## src/rtl/rr_trig_dist.sv

```systemverilog
module rr_trig_dist #(
  parameter int NMOD       = 4,
  parameter int PULSE_W    = 3,
  parameter int FIFO_DEPTH = 8
) (
  input  logic              clk,
  input  logic              rst,
  input  logic              l1a_in,
  input  logic              fclr_in,
  input  logic [NMOD-1:0]   fe_busy,
  input  logic              rd_en,
  output logic [NMOD-1:0]   trig_out,
  output logic [NMOD-1:0]   fclr_out,
  output logic              busy_out,
  output logic [19+NMOD:0]  rd_data,
  output logic              fifo_empty,
  output logic              fifo_ovf
);
  localparam int EW = 20 + NMOD;
  localparam int AW = (FIFO_DEPTH > 1) ? $clog2(FIFO_DEPTH) : 1;
  localparam int CW = $clog2(PULSE_W + 1);
  localparam logic [3:0] LAST_SLOT = 4'(NMOD - 1);

  logic          l1a_q, fclr_q;
  logic [3:0]    slot, prev_slot;
  logic          armed;
  logic [15:0]   tnum;
  logic [EW-1:0] mem [FIFO_DEPTH];
  logic [AW-1:0] wptr, rptr;
  logic [AW:0]   cnt;
  logic [15:0]   busy_pad;

  wire l1a_rise  = l1a_in & ~l1a_q;
  wire fclr_rise = fclr_in & ~fclr_q;
  wire full      = (cnt == (AW+1)'(FIFO_DEPTH));
  wire do_clr    = fclr_rise & armed;
  wire accept    = l1a_rise & ~busy_out & ~fclr_rise;
  wire pop       = rd_en & ~fifo_empty;

  assign busy_pad   = 16'(fe_busy);
  assign busy_out   = busy_pad[slot] | full;
  assign fifo_empty = (cnt == '0);
  assign rd_data    = mem[rptr];

  always_ff @(posedge clk) begin
    if (rst) begin
      l1a_q  <= 1'b0;
      fclr_q <= 1'b0;
    end else begin
      l1a_q  <= l1a_in;
      fclr_q <= fclr_in;
    end
  end

  always_ff @(posedge clk) begin
    if (rst) begin
      slot      <= '0;
      prev_slot <= '0;
      armed     <= 1'b0;
      tnum      <= '0;
    end else if (do_clr) begin
      slot  <= prev_slot;
      armed <= 1'b0;
    end else if (accept) begin
      prev_slot <= slot;
      slot      <= (slot == LAST_SLOT) ? 4'd0 : slot + 4'd1;
      armed     <= 1'b1;
      tnum      <= tnum + 16'd1;
    end
  end

  always_ff @(posedge clk) begin
    if (accept) mem[wptr] <= {tnum, slot, fe_busy};
  end

  always_ff @(posedge clk) begin
    if (rst) begin
      wptr <= '0;
      rptr <= '0;
      cnt  <= '0;
    end else begin
      if (accept) wptr <= (wptr == AW'(FIFO_DEPTH-1)) ? '0 : wptr + 1'b1;
      if (pop)    rptr <= (rptr == AW'(FIFO_DEPTH-1)) ? '0 : rptr + 1'b1;
      case ({accept, pop})
        2'b10:   cnt <= cnt + 1'b1;
        2'b01:   cnt <= cnt - 1'b1;
        default: cnt <= cnt;
      endcase
    end
  end

  always_ff @(posedge clk) begin
    if (rst)                  fifo_ovf <= 1'b0;
    else if (l1a_rise & full) fifo_ovf <= 1'b1;
  end

  for (genvar i = 0; i < NMOD; i++) begin : g_mod
    logic [CW-1:0] tc, fc;
    always_ff @(posedge clk) begin
      if (rst)                           tc <= '0;
      else if (accept && slot == 4'(i))  tc <= CW'(PULSE_W);
      else if (tc != '0)                 tc <= tc - 1'b1;
    end
    always_ff @(posedge clk) begin
      if (rst)                               fc <= '0;
      else if (do_clr && prev_slot == 4'(i)) fc <= CW'(PULSE_W);
      else if (fc != '0)                     fc <= fc - 1'b1;
    end
    assign trig_out[i] = (tc != '0);
    assign fclr_out[i] = (fc != '0);
  end
endmodule


```

## config.mk

```make
export PLATFORM = sky130hd
export DESIGN_NAME = rr_trig_dist
export DESIGN_NICKNAME = d
export VERILOG_FILES = /design/src/rtl/rr_trig_dist.sv
export SDC_FILE = /design/constraint.sdc
export NUM_CORES = 1
export LEC_CHECK = 0
export ABC_AREA = 0
export BUFFER_PORTS_ARGS = -buffer_cell sky130_fd_sc_hd__buf_2
export CORE_UTILIZATION = 36
export CTS_BUF_LIST = sky130_fd_sc_hd__clkbuf_4 sky130_fd_sc_hd__clkbuf_8
export DETAILED_ROUTE_END_ITERATION = 12
export HOLD_SLACK_MARGIN = 0.05
export PLACE_DENSITY = 0.62
export SETUP_SLACK_MARGIN = 0.05
export SLEW_MARGIN = 0
export SYNTH_ARGS = -nofsm -noshare
export SYNTH_HDL_FRONTEND = slang
export SYNTH_SLANG_ARGS = --single-unit
```

## constraint.sdc

```tcl
create_clock -name clk -period 10.4 [get_ports clk]
set_input_delay 1.56 -clock clk [delete_from_list [all_inputs] [get_ports clk]]
set_output_delay 1.56 -clock clk [all_outputs]
set_load 0.02 [all_outputs]
```

After elaboration in Yosys (flattened, before gate mapping)
Memories as Yosys holds them, arrays and structs flattened. A register that Yosys moved wholly into a read port is not among the register bits.
Index checks and enable logic that the tools add are counted.
{"block": "word_totals", "register_bits": 54, "ram_bits": 192, "input_bits": 9, "out_inout_bits": 35, "word_cells": 118, "mem_count": 1}
{"memory": "mem", "depth": 8, "word_bits": 24, "rd": 1, "rd_clocked_by_memory_dff": 1, "write_ports": 1, "line_no": "28", "rtl": "logic [EW-1:0] mem [FIFO_DEPTH];"}
{"block": "classes", "add_sub_neg": 14, "n_lt_le_gt_ge": 1, "eq_ne": 11, "muxes": 28, "bitwise_logic": 14, "n_reduce_logical": 31}
{"operator": "$reduce_bool 2->1", "n": 18}
{"operator": "$mux 2", "n": 16}
{"operator": "$add 16x1->16 const B", "n": 1}
{"operator": "$eq 4x2->1 const B", "n": 4}
{"operator": "$sub 2x1->2 const B", "n": 8}
{"operator": "$logic_not 4->1", "n": 3}
{"operator": "$mux 3", "n": 4}
{"operator": "$mux 4", "n": 3}
{"operator": "$add 4x1->4 const B", "n": 2}
{"operator": "$eq 4x1->1 const B", "n": 2}
{"operator": "$logic_and 1x1->1", "n": 8}
{"operator": "$pmux 4 s2", "n": 1}
{"operator": "$and 1x1->1", "n": 7}
{"operator": "$add 3x1->3 const B", "n": 2}
{"operator": "$eq 3x3->1 const B", "n": 2}
{"operator": "$not 1->1", "n": 6}
{"operator": "$lt 4x5->1 const B", "n": 1}
{"operator": "$bmux 1 s4", "n": 1}
{"operator": "$eq 4x4->1 const B", "n": 1}
{"operator": "$sub 4x1->4 const B", "n": 1}
{"operator": "$mux 1", "n": 3}
{"operator": "$eq 2x1->1 const B", "n": 1}
{"operator": "$eq 2x2->1 const B", "n": 1}
{"operator": "$reduce_and 2->1", "n": 1}
{"operator": "2 further kinds", "n": 2}

Logic depth before layout (Yosys ltp)
Gate-level depths: netlist of the first run.
{"block": "logic_depth", "word_depth": 8, "ltp_mapped": 13, "ltp_nobuf": 11}

Worst setup path after synthesis of the first run
OpenSTA, ideal clock, no wires.
{"block": "synth_path", "path_type": "in2reg", "start": "input port l1a_in", "end": "memory mem[2][0] in the netlist's numbering, enable pin", "setup_time_ns": 0.475, "t_arrival_ns": 4.764, "t_required_ns": 9.925, "setup_slack_ns": 5.161, "stages": 5, "n_path_buf": 0, "cell_sequence": "and2b_1 > nand3_4 > nor2_4 > inv_6 > nor4b_1"}
{"block": "synth_between", "elab_chain_len": 5}
{"item": "start: declaration", "line_no": "8", "rtl": "input logic l1a_in,"}
{"item": "$and 1x1->1", "line_no": "33", "rtl": "wire l1a_rise = l1a_in & ~l1a_q;"}
{"item": "$and 1x1->1 (2 in a row)", "line_no": "37", "rtl": "wire accept = l1a_rise & ~busy_out & ~fclr_rise;"}
{"item": "$mux 1", "line_no": "73", "rtl": "if (accept) mem[wptr] <= {tnum, slot, fe_busy};"}
{"item": "$mux 1 (implied by the code)", "line_no": "73"}
{"item": "end: declaration", "line_no": "28"}
No other way between the ends.

Worst setup path in the final report of the first run
{"block": "layout_path", "start": "input port fe_busy[0]", "end": "output port busy_out"}
{"block": "layout_between", "elab_chain_len": 3}
{"item": "start: declaration", "line_no": "10", "rtl": "input logic [NMOD-1:0] fe_busy,"}
{"item": "$bmux 1 s4", "line_no": "41", "rtl": "assign busy_out = busy_pad[slot] | full;"}
{"item": "$mux 1 (implied by the code)", "line_no": "41"}
{"item": "$or 1x1->1", "line_no": "41"}
{"item": "end: declaration", "line_no": "14", "rtl": "output logic busy_out,"}
No other way between the ends. The select of a mux whose other input is x is not followed.

==> impl_metrics.env, run 1 <==
export IMPL_clkPwrFrac_pct=33.0
export IMPL_drive_above_1_share_pct=31.4
export IMPL_cts_buffer_depth=3
export IMPL_final_cell_mix="192 x edfxtp_1, 54 x dfxtp_1, 48 x mux4_2"
export IMPL_diodes=0
export IMPL_clk_latency_ps=540
export IMPL_setup_viol=0
export IMPL_rsz0062_at_grt="no"
export IMPL_finalHoldViolCount=0
export IMPL_drv_slew=0
export IMPL_crit_family="compound AO/OA/AOI/OAI gates"
export IMPL_maxCapViolCount=0
export IMPL_synth_xor_area_share_pct=2.24
export IMPL_critPathArrivalTime_ps=2790
export IMPL_gr_total_overflow=0
export IMPL_path_cells="buf_2 -> mux2i_4 -> o22ai_4 -> nand2b_1 -> buf_2"
export IMPL_synthMuxAreaShare_pct=14.2
export IMPL_postSynthCellCount=611
export IMPL_gp_congestion=0.742
export IMPL_path_buf_inv=2
export IMPL_max_slew_margin_pct=33.1
export IMPL_seq_area_sq_um=6910
export IMPL_area_growth_pct=14.2
export IMPL_peakVddDrop_mv=0.130
export IMPL_synth_top_family_by_area="multiplexers"
export IMPL_die_h_microns=170
export IMPL_synth_simple_area_share_pct=7.21
export IMPL_grt_busiest_layer="met2"
export IMPL_design_core_area_sq_um=27800
export IMPL_cpPeakStageDelay_ps=540
export IMPL_pre_cts_slack_ps=6030
export IMPL_drtIter0Drc=368
export IMPL_avgSynthCellArea_sq_um=16.6
export IMPL_grt_max_degree=57
export IMPL_tightest_slew_ps=1000
export IMPL_clock_fmax_mhz=230
export IMPL_finalSetupTns_ps=0
export IMPL_dieArea_sq_um=28900
export IMPL_ios=44
export IMPL_syn_area_sq_um=10200
export IMPL_status="finished clean"
export IMPL_vias=5282
export IMPL_num_fill_cells=2504
export IMPL_placementRows=61
export IMPL_first_global_vias=5648
export IMPL_synth_compound_area_share_pct=3.02
export IMPL_synth_ff_type="edfxtp_1"
export IMPL_criticalPathCategory="in -> out"
export IMPL_yosysUniqueCellTypes=54
export IMPL_skew_ps=26.8
export IMPL_root_buffer="clkbuf_8"
export IMPL_start_util_pct=36.6
export IMPL_crit_fanout=17
export IMPL_wl_per_cell_microns=18.1
export IMPL_grtUsageMet2_pct=23.9
export IMPL_critPathRequiredTime_ps=8840
export IMPL_grtUsageMet1_pct=18.0
export IMPL_post_cts_resized=0
export IMPL_ys_seq_elements=249
export IMPL_startpoint_type="primary input"
export IMPL_cp_common_cell="buf_2"
export IMPL_seq_power_share_pct=48.6
export IMPL_fin_crit_ps=4350
export IMPL_htree_levels=2
export IMPL_pwr_share_comb_pct=18.4
export IMPL_port_buffers=43
export IMPL_multi_input_area_sq_um=3020
export IMPL_clk_pin_slew_ps=50
export IMPL_place_hpwl_microns=11200
export IMPL_syn_nets=641
export IMPL_async_reset_ff_share_pct=0
export IMPL_cp_end_kind="primary output"
export IMPL_synth_edf_count=192
export IMPL_fin_ws_ps=6050
export IMPL_grt_antenna_before_repair=0
export IMPL_via_per_inst=4.85
export IMPL_ant_nets=0
export IMPL_timing_final_crit_share_pct=41.8
export IMPL_cts_tree="built"
export IMPL_die_w_microns=170
export IMPL_cp_slowest_cell="o22ai_4"
export IMPL_route_detailed_drc=0
export IMPL_layout_nets=711
export IMPL_grt_pass1_wl_microns=30800
export IMPL_cts_setup_buffers=0
export IMPL_yosys_warnings=0
export IMPL_cts_sinks=249
export IMPL_swShare_pct=27.3
export IMPL_drt_total_wl_microns=19700
export IMPL_use_met3_pct=2.77
export IMPL_track_usage_pct=14.1
export IMPL_layout_commonest_cell="edfxtp_1"
export IMPL_first_pass_iters=4
export IMPL_synth_seq_area_share_pct=68.0
export IMPL_numCtsBuffers=41
export IMPL_hold_class="reg -> reg"
export IMPL_p_per_area_nw_per_um2=209
export IMPL_p_sw_mw=0.663
export IMPL_hold_buffers=0
export IMPL_synthAdderAreaFrac_pct=2.66
export IMPL_p_int_mw=1.77
export IMPL_p_leak_nw=3.83
-- metrics by stage --
stage	hold slack, ps	total power, mW	std cells	util [%]	cell area, sq um
2_1_floorplan	436	1.54	611	-	10200
3_3_place_gp	453	1.64	1016	39.0	10800
3_5_place_dp	454	1.66	1016	39.0	10800
4_1_cts	465	2.47	1088	41.7	11600
5_1_grt	506	2.56	1088	41.7	11600
6_report	463	2.43	1088	41.7	11600
-- logic make-up (layout without fill, tap and decap cells) --
logic type               Yosys count  after routing
multiplexers                      78             78
buffers and inverters             58            157
adder cells (fa/ha/maj)           21             21
AO/OA/AOI/OAI                     48             48
flip-flops                       249            249
XOR/XNOR                          26             26
AND/OR/NAND/NOR                  131            131
-- routing by layer --
layer  part of all wire [%]  vias to the layer above
li1                       -                     2470
met1                     44                     2677
met2                     50                      101
met3                    4.0                       34
met4                    1.7                        0
met5                      0                        -
-- cell usage after synthesis (3+ instances only) --
master | instances | area (sq um)
buf_6 | 3 | 33.8
nand2b_1 | 4 | 25.0
nand3_1 | 8 | 40.0
xor2_1 | 10 | 87.6
nor4b_1 | 7 | 61.3
clkbuf_1 | 9 | 33.8
a21oi_2 | 5 | 43.8
nand2_1 | 32 | 120
edfxtp_1 | 192 | 5770
nor3_1 | 10 | 50.1
mux4_2 | 48 | 1080
or3_1 | 3 | 18.8
buf_2 | 5 | 25.0
nor3b_1 | 3 | 22.5
mux2_2 | 27 | 304
nor2_1 | 37 | 139
nor4_1 | 4 | 25.0
nor2b_1 | 3 | 18.8
ha_1 | 20 | 250
dfxtp_1 | 57 | 1140
a21oi_1 | 26 | 130
buf_1 | 5 | 18.8
o21ai_0 | 9 | 45.0
xnor2_1 | 16 | 140
inv_1 | 32 | 120
-- sequential cells by signal (all words and copies together), names as in the netlist, 4 cells and up, named ones only --
register / flops
g_mod.tc: 8
cnt: 4
g_mod.fc: 8
prev_slot: 4
slot: 4
tnum: 16
mem: 192
-- layout make-up --
type | count | share of cell area, %
inverter | 33 | 1.11
multi-input combinational | 304 | 26.1
sequential | 249 | 59.6
timing repair buffer | 52 | 2.44
clock buffer | 58 | 6.07
tap | 378 | 4.08
clock inverter | 14 | 0.604
-- worst reg2reg max path, stage by stage, from the launching register on --
cell	delay, ps
dfxtp_1	680
or3b_1	470
o22ai_4	480
nor2_4	190
inv_6	190
ha_1	220
ha_1	240
a21o_1	180
a21oi_1	200
xnor2_1	110
or3_1	310
a21oi_1	160
-- power by group through the flow --
stage | Clock (mW) | Combinational (mW) | Sequential (mW)
floorplan | 0 | 0.388 | 1.15
global placement | 0 | 0.437 | 1.20
detailed placement | 0 | 0.455 | 1.21
CTS | 0.825 | 0.457 | 1.19
global route | 0.871 | 0.496 | 1.19
finish | 0.800 | 0.448 | 1.18
-- path summary, 6_finish.rpt --
kind	from	endpoint	slack, ps	cells past startpoint
worst min register to register	armed	armed	460	2
worst max register to register	slot[1]	cnt[3]	6880	11
worst max-delay path	fe_busy[0]	busy_out	6050	5
worst min-delay path	armed	armed	460	2
Note: power is estimated with default switching activity, not from simulation.
==> inputs of run 2 (changes only) <==
--- a/config.mk
+++ b/config.mk
@@ -5,7 +5,7 @@
 export SDC_FILE = /design/constraint.sdc
 export NUM_CORES = 1
 export LEC_CHECK = 0
-export ABC_AREA = 0
+export ABC_AREA = 1
 export BUFFER_PORTS_ARGS = -buffer_cell sky130_fd_sc_hd__buf_2
 export CORE_UTILIZATION = 36
 export CTS_BUF_LIST = sky130_fd_sc_hd__clkbuf_4 sky130_fd_sc_hd__clkbuf_8
==> constraint.sdc (replaced) <==
create_clock -name clk -period 4.4 [get_ports clk]
set_input_delay 0.66 -clock clk [delete_from_list [all_inputs] [get_ports clk]]
set_output_delay 0.66 -clock clk [all_outputs]
set_load 0.02 [all_outputs]
==> run 2 against run 1 <==
Die area is 2.3% higher. Worst setup slack lost 5000 ps. Clock skew down 2.1 ps. Sequential share of layout area down 1.7 points. Synthesized area increased by 2.4%. Cell count grew 32%. Clock power increased to 2.6 times the previous value. Register-to-register slack got worse by 5400 ps. Final area increased by 2.8%. Clock-buffer cell count is the same. Total power grew to 2.8 times the previous value. Critical endpoint is now rd_data[8].
==> impl_metrics.env, run 2 <==
export IMPL_p_leak_nw=4.43
export IMPL_cp_depth=7
export IMPL_layout_commonest_cell="edfxtp_1"
export IMPL_numCtsBuffers=42
export IMPL_synth_ff_type="edfxtp_1"
export IMPL_post_cts_resized=0
export IMPL_async_reset_ff_share_pct=0
export IMPL_design_core_area_sq_um=28100
export IMPL_syn_area_sq_um=10400
export IMPL_clk_latency_ps=550
export IMPL_yosysMostFrequentCell="edfxtp_1"
export IMPL_final_util_pct=42.4
export IMPL_wl_per_cell_microns=15.9
export IMPL_dp_cells=1358
export IMPL_cp_end_kind="primary output"
export IMPL_placementRows=61
export IMPL_first_global_vias=6887
export IMPL_gp_congestion=0.782
export IMPL_cp_common_cell="nand2_1"
export IMPL_postSynthCellCount=963
export IMPL_drv_slew=0
export IMPL_grt_max_degree=78
export IMPL_skew_ps=24.7
export IMPL_p_per_area_nw_per_um2=563
export IMPL_root_buffer="clkbuf_8"
export IMPL_synth_edf_count=192
export IMPL_final_cell_mix="192 x edfxtp_1, 181 x nand2_1, 175 x nor2_1"
export IMPL_peakVddDrop_mv=0.306
export IMPL_finalHoldViolCount=0
export IMPL_dpl_cell_area_sq_um=11100
export IMPL_htree_levels=2
export IMPL_yosysUniqueCellTypes=35
export IMPL_cpPeakStageDelay_ps=490
export IMPL_synth_seq_area_share_pct=66.4
export IMPL_fin_ws_ps=1070
export IMPL_synth_simple_area_share_pct=15.0
export IMPL_synth_commonest_cells="192 x edfxtp_1, 183 x nor2_1, 181 x nand2_1"
export IMPL_p_total_mw=6.71
export IMPL_criticalPathCategory="reg -> out"
export IMPL_finalSetupTns_ps=0
export IMPL_crit_family="buffers and inverters"
export IMPL_synthAdderAreaFrac_pct=2.60
export IMPL_top_register="mem"
export IMPL_clk_pin_slew_ps=70
export IMPL_cts_tree="built"
export IMPL_dieArea_sq_um=29600
export IMPL_setup_viol=0
export IMPL_first_pass_iters=5
export IMPL_layout_nets=1054
export IMPL_track_usage_pct=15.9
export IMPL_via_per_inst=4.91
export IMPL_critPathArrivalTime_ps=2670
export IMPL_gr_total_overflow=0
export IMPL_critPathRequiredTime_ps=3740
export IMPL_vias=7044
export IMPL_route_detailed_drc=0
export IMPL_clock_fmax_mhz=300
export IMPL_diodes=0
export IMPL_crit_fanout=32
export IMPL_pre_cts_slack_ps=1070
export IMPL_die_h_microns=172
export IMPL_area_growth_pct=14.7
export IMPL_syn_nets=993
export IMPL_ios=44
export IMPL_synth_compound_area_share_pct=10.0
export IMPL_cp_slowest_cell="inv_2"
export IMPL_tightest_slew_ps=935
export IMPL_synth_top_family_by_area="simple AND/OR/NAND/NOR gates"
export IMPL_design_area_sq_um=11900
export IMPL_final_hold_worst_slack_ps=336
export IMPL_max_slew_margin_pct=37.6
export IMPL_drive_above_1_share_pct=13.7
export IMPL_synthTopCellsByArea="edfxtp_1 55%, dfxtp_1 11%, nor2_1 6.6%, nand2_1 6.5%, o32ai_1 4.0%"
export IMPL_drt_total_wl_microns=22900
export IMPL_r2r_cells=9
export IMPL_fin_crit_ps=3330
export IMPL_hold_buffers=0
export IMPL_ys_seq_elements=249
export IMPL_path_cells="inv_2 -> buf_4 -> nor2_1 -> o32ai_1 -> nand2_1 -> nand2_1 -> buf_2"
export IMPL_path_buf_inv=3
export IMPL_top_regs="mem (192), tnum (16)"
export IMPL_yosys_area_top_type_share_pct=55.5
export IMPL_grt_antenna_before_repair=0
export IMPL_die_w_microns=172
export IMPL_rsz0062_at_grt="no"
export IMPL_cts_setup_buffers=0
export IMPL_maxCapViolCount=0
export IMPL_cts_sinks=249
export IMPL_drtIter0Drc=588
export IMPL_status="finished clean"
export IMPL_grt_pass1_wl_microns=36200
export IMPL_synthMuxAreaShare_pct=0
export IMPL_hold_path_depth=3
export IMPL_avgSynthCellArea_sq_um=10.8
export IMPL_ant_nets=0
export IMPL_cts_buffer_depth=3
export IMPL_synth_top_area_cell="edfxtp_1"
export IMPL_timing_final_crit_share_pct=75.8
export IMPL_num_fill_cells=2748
export IMPL_largest_register_ffs=192
export IMPL_startpoint_type="flop"
export IMPL_hold_class="in -> reg"
export IMPL_place_hpwl_microns=14200
export IMPL_final_cell_count_no_fill=1435
export IMPL_synth_xor_area_share_pct=1.60
export IMPL_yosys_warnings=0
export IMPL_port_buffers=43
export IMPL_start_util_pct=37.0
==> run 2: changes by cell type in the layout (fill, tap and decap cells not counted), sizes merged, moves of 9 or more <==
cell / delta
mux2: -28
nor2: +145
nand3: +11
mux4: -48
xnor2: -9
o21ai: +60
buf: +12
nand2: +149
inv: +29
o32ai: +48
a21oi: +16
==> run 2: area by class of cell <==
class                   count  area, sq um  area share [%]
flip-flops and latches    249         6910            58.0
multi-input cells         605         3050            25.6
clock buffers              58          717            6.01
well taps                 378          473            3.97
repair buffers             64          385            3.23
inverters                  62          235            1.97
clock inverters            19          149            1.25
==> run 2: final timing paths <==
| path | endpoint | startpoint | slack [ps] |
|---|---|---|---|
| max | rd_data[8] | flop | 1070 |
| min | fclr_q | fclr_in | 340 |
| max reg2reg | mem[5][1] | slot[0] | 1500 |
| min reg2reg | prev_slot[1] | prev_slot[1] | 470 |
==> run 2: power breakdown <==
group          internal [mW]  switching (mW)
clock network           1.18           0.911
registers               2.64          0.0998
logic                  0.627            1.25
==> run 2: cells by family (layout without fill, tap and decap cells) <==
family / after synthesis / after routing
DFF: 249 / 249
and+or+nand+nor: 396 / 396
xor gates and xnor gates: 19 / 19
AOI/OAI and AO/OA: 169 / 169
buffers and inverters: 109 / 203
adders and majority gates: 21 / 21
==> run 2: metal layers <==
metal  vias to the layer above  part of all wire (%)  track usage, %
li1                       3463                     -               -
met1                      3378                    47            21.4
met2                       174                    46            25.9
met3                        29                   5.3            2.86
met4                         0                   1.5            5.39
met5                         -                     0               0
==> run 2: tightest hold or removal path: stages <==
cell and delay, ps:
buf_2 80, inv_1 40, nor2_1 70
==> inputs of run 3 (changes only) <==
--- a/config.mk
+++ b/config.mk
@@ -11,7 +11,7 @@
 export CTS_BUF_LIST = sky130_fd_sc_hd__clkbuf_4 sky130_fd_sc_hd__clkbuf_8
 export DETAILED_ROUTE_END_ITERATION = 12
 export HOLD_SLACK_MARGIN = 0.05
-export PLACE_DENSITY = 0.62
+export PLACE_DENSITY = 0.64
 export SETUP_SLACK_MARGIN = 0.05
 export SLEW_MARGIN = 0
 export SYNTH_ARGS = -nofsm -noshare
==> constraint.sdc (replaced) <==
create_clock -name clk -period 2.9 [get_ports clk]
set_input_delay 0.435 -clock clk [delete_from_list [all_inputs] [get_ports clk]]
set_output_delay 0.435 -clock clk [all_outputs]
set_load 0.02 [all_outputs]
==> run 3 against run 2 <==
Worst setup slack lost 840 ps. Critical path depth is the same. Flip-flop and latch count is the same. Routed wire length shrank 0.36%. Largest cell class unchanged.
==> impl_metrics.env, run 3 (synthesis results as in run 2) <==
export IMPL_multi_input_area_sq_um=3050
export IMPL_max_slew_margin_pct=61.7
export IMPL_route_detailed_drc=0
export IMPL_cts_tree="built"
export IMPL_seq_area_sq_um=6910
export IMPL_pwr_share_comb_pct=29.1
export IMPL_ios=44
export IMPL_r2r_slack_ps=470
export IMPL_grt_antenna_before_repair=0
export IMPL_via_per_inst=4.95
export IMPL_rr_endpoint="cnt[3]"
export IMPL_r2r_cells=13
export IMPL_peakVddDrop_mv=0.470
export IMPL_layout_nets=1068
export IMPL_place_hpwl_microns=14500
export IMPL_finalHoldViolCount=0
export IMPL_drv_slew=0
export IMPL_timing_final_crit_share_pct=92.2
export IMPL_clk_pin_slew_ps=60
export IMPL_drive_above_1_share_pct=15.1
export IMPL_final_cell_mix="192 x edfxtp_1, 181 x nand2_1, 175 x nor2_1"
export IMPL_vias=7160
export IMPL_grt_pass1_wl_microns=36400
export IMPL_crit_fanout=24
export IMPL_placementRows=61
export IMPL_setup_viol=0
export IMPL_maxCapViolCount=0
export IMPL_p_per_area_nw_per_um2=838
export IMPL_layout_commonest_cell="edfxtp_1"
export IMPL_die_h_microns=172
export IMPL_pre_cts_slack_ps=411
export IMPL_start_util_pct=37.0
export IMPL_ant_nets=0
export IMPL_drtIter0Drc=610
export IMPL_tightest_slew_ps=575
export IMPL_design_core_area_sq_um=28100
export IMPL_num_fill_cells=2678
export IMPL_root_buffer="clkbuf_8"
export IMPL_die_w_microns=172
export IMPL_skew_ps=25.8
export IMPL_drt_total_wl_microns=22800
export IMPL_clock_fmax_mhz=374
export IMPL_clkPwrFrac_pct=29.4
export IMPL_diodes=0
export IMPL_status="finished clean"
export IMPL_cts_sinks=249
export IMPL_p_sw_mw=3.40
export IMPL_fin_crit_ps=2670
export IMPL_cts_buffer_depth=3
export IMPL_criticalPathCategory="reg -> out"
export IMPL_track_usage_pct=16.0
export IMPL_largest_register_ffs=192
export IMPL_cts_setup_buffers=0
export IMPL_grt_max_degree=47
export IMPL_crit_end="rd_data[23]"
export IMPL_seq_power_share_pct=41.5
export IMPL_top_regs="mem (192), tnum (16)"
export IMPL_dpl_cell_area_sq_um=11200
export IMPL_top_register="mem"
export IMPL_dieArea_sq_um=29600
export IMPL_critPathRequiredTime_ps=2470
export IMPL_area_growth_pct=15.4
export IMPL_critPathArrivalTime_ps=2240
export IMPL_clk_latency_ps=550
export IMPL_htree_levels=2
export IMPL_design_area_sq_um=12000
export IMPL_finalSetupTns_ps=0
export IMPL_swShare_pct=33.8
export IMPL_p_leak_nw=4.49
export IMPL_first_global_vias=6942
export IMPL_cp_end_kind="primary output"
export IMPL_post_cts_resized=0
export IMPL_p_int_mw=6.66
export IMPL_port_buffers=43
export IMPL_gp_congestion=0.800
export IMPL_rsz0062_at_grt="no"
export IMPL_fin_ws_ps=226
export IMPL_gr_total_overflow=0
export IMPL_final_hold_worst_slack_ps=128
export IMPL_startpoint_type="flop"
export IMPL_numCtsBuffers=42
export IMPL_first_pass_iters=5
export IMPL_hold_buffers=0
export IMPL_hold_class="in -> reg"
export IMPL_rr_startpoint="slot[0]"
export IMPL_wl_per_cell_microns=15.8
## run 3: critical path: stages (launching register included)
cell and delay [ps]:
dfxtp_4 480, buf_4 320, buf_4 250, nor2_1 60, o32ai_1 270, nand2_1 100, nand2_1 80, buf_2 150
## run 3: power by group through the flow
stage	Sequential, mW	Clock (mW)	Combinational, mW
detailed placement	4.25	0	2.94
finish	4.18	2.96	2.92
global route	4.20	3.18	3.29
floorplan	4.16	0	2.19
global placement	4.24	0	2.90
CTS	4.17	3.05	2.96
## run 3: how the worst min path moves through the flow
stage,start,to,depth (start not counted)
6_report,fclr_in,fclr_q,3
5_1_grt,fclr_in,fclr_q,3
4_1_cts,fclr_in,fclr_q,3
3_5_place_dp,fifo_ovf,fifo_ovf,1
3_3_place_gp,fifo_ovf,fifo_ovf,1
2_1_floorplan,prev_slot[1],prev_slot[1],2
## run 3: metal layers
metal  part of all wire [%]  GRT usage [%]  up-vias
li1                       -              -     3484
met1                     45           20.6     3438
met2                     47           26.3      189
met3                    4.8           2.72       49
met4                    3.0           7.08        0
met5                      0              0        -
## run 3: through the flow
step | cells | power [mW] | utilization, %
floorplan | 963 | 6.35 | -
global placement | 1372 | 7.14 | 39.9
detailed placement | 1372 | 7.19 | 39.9
CTS | 1446 | 10.2 | 42.7
global route | 1446 | 10.7 | 42.7
finish | 1446 | 10.1 | 42.7
## run 3: cell type report
cell class,instances,share of cell area [%]
inverters,62,1.96
flip-flops and latches,249,57.6
repair buffers,78,4.40
well taps,378,3.94
clock inverters,12,0.521
clock buffers,62,6.12
multi-input cells,605,25.4
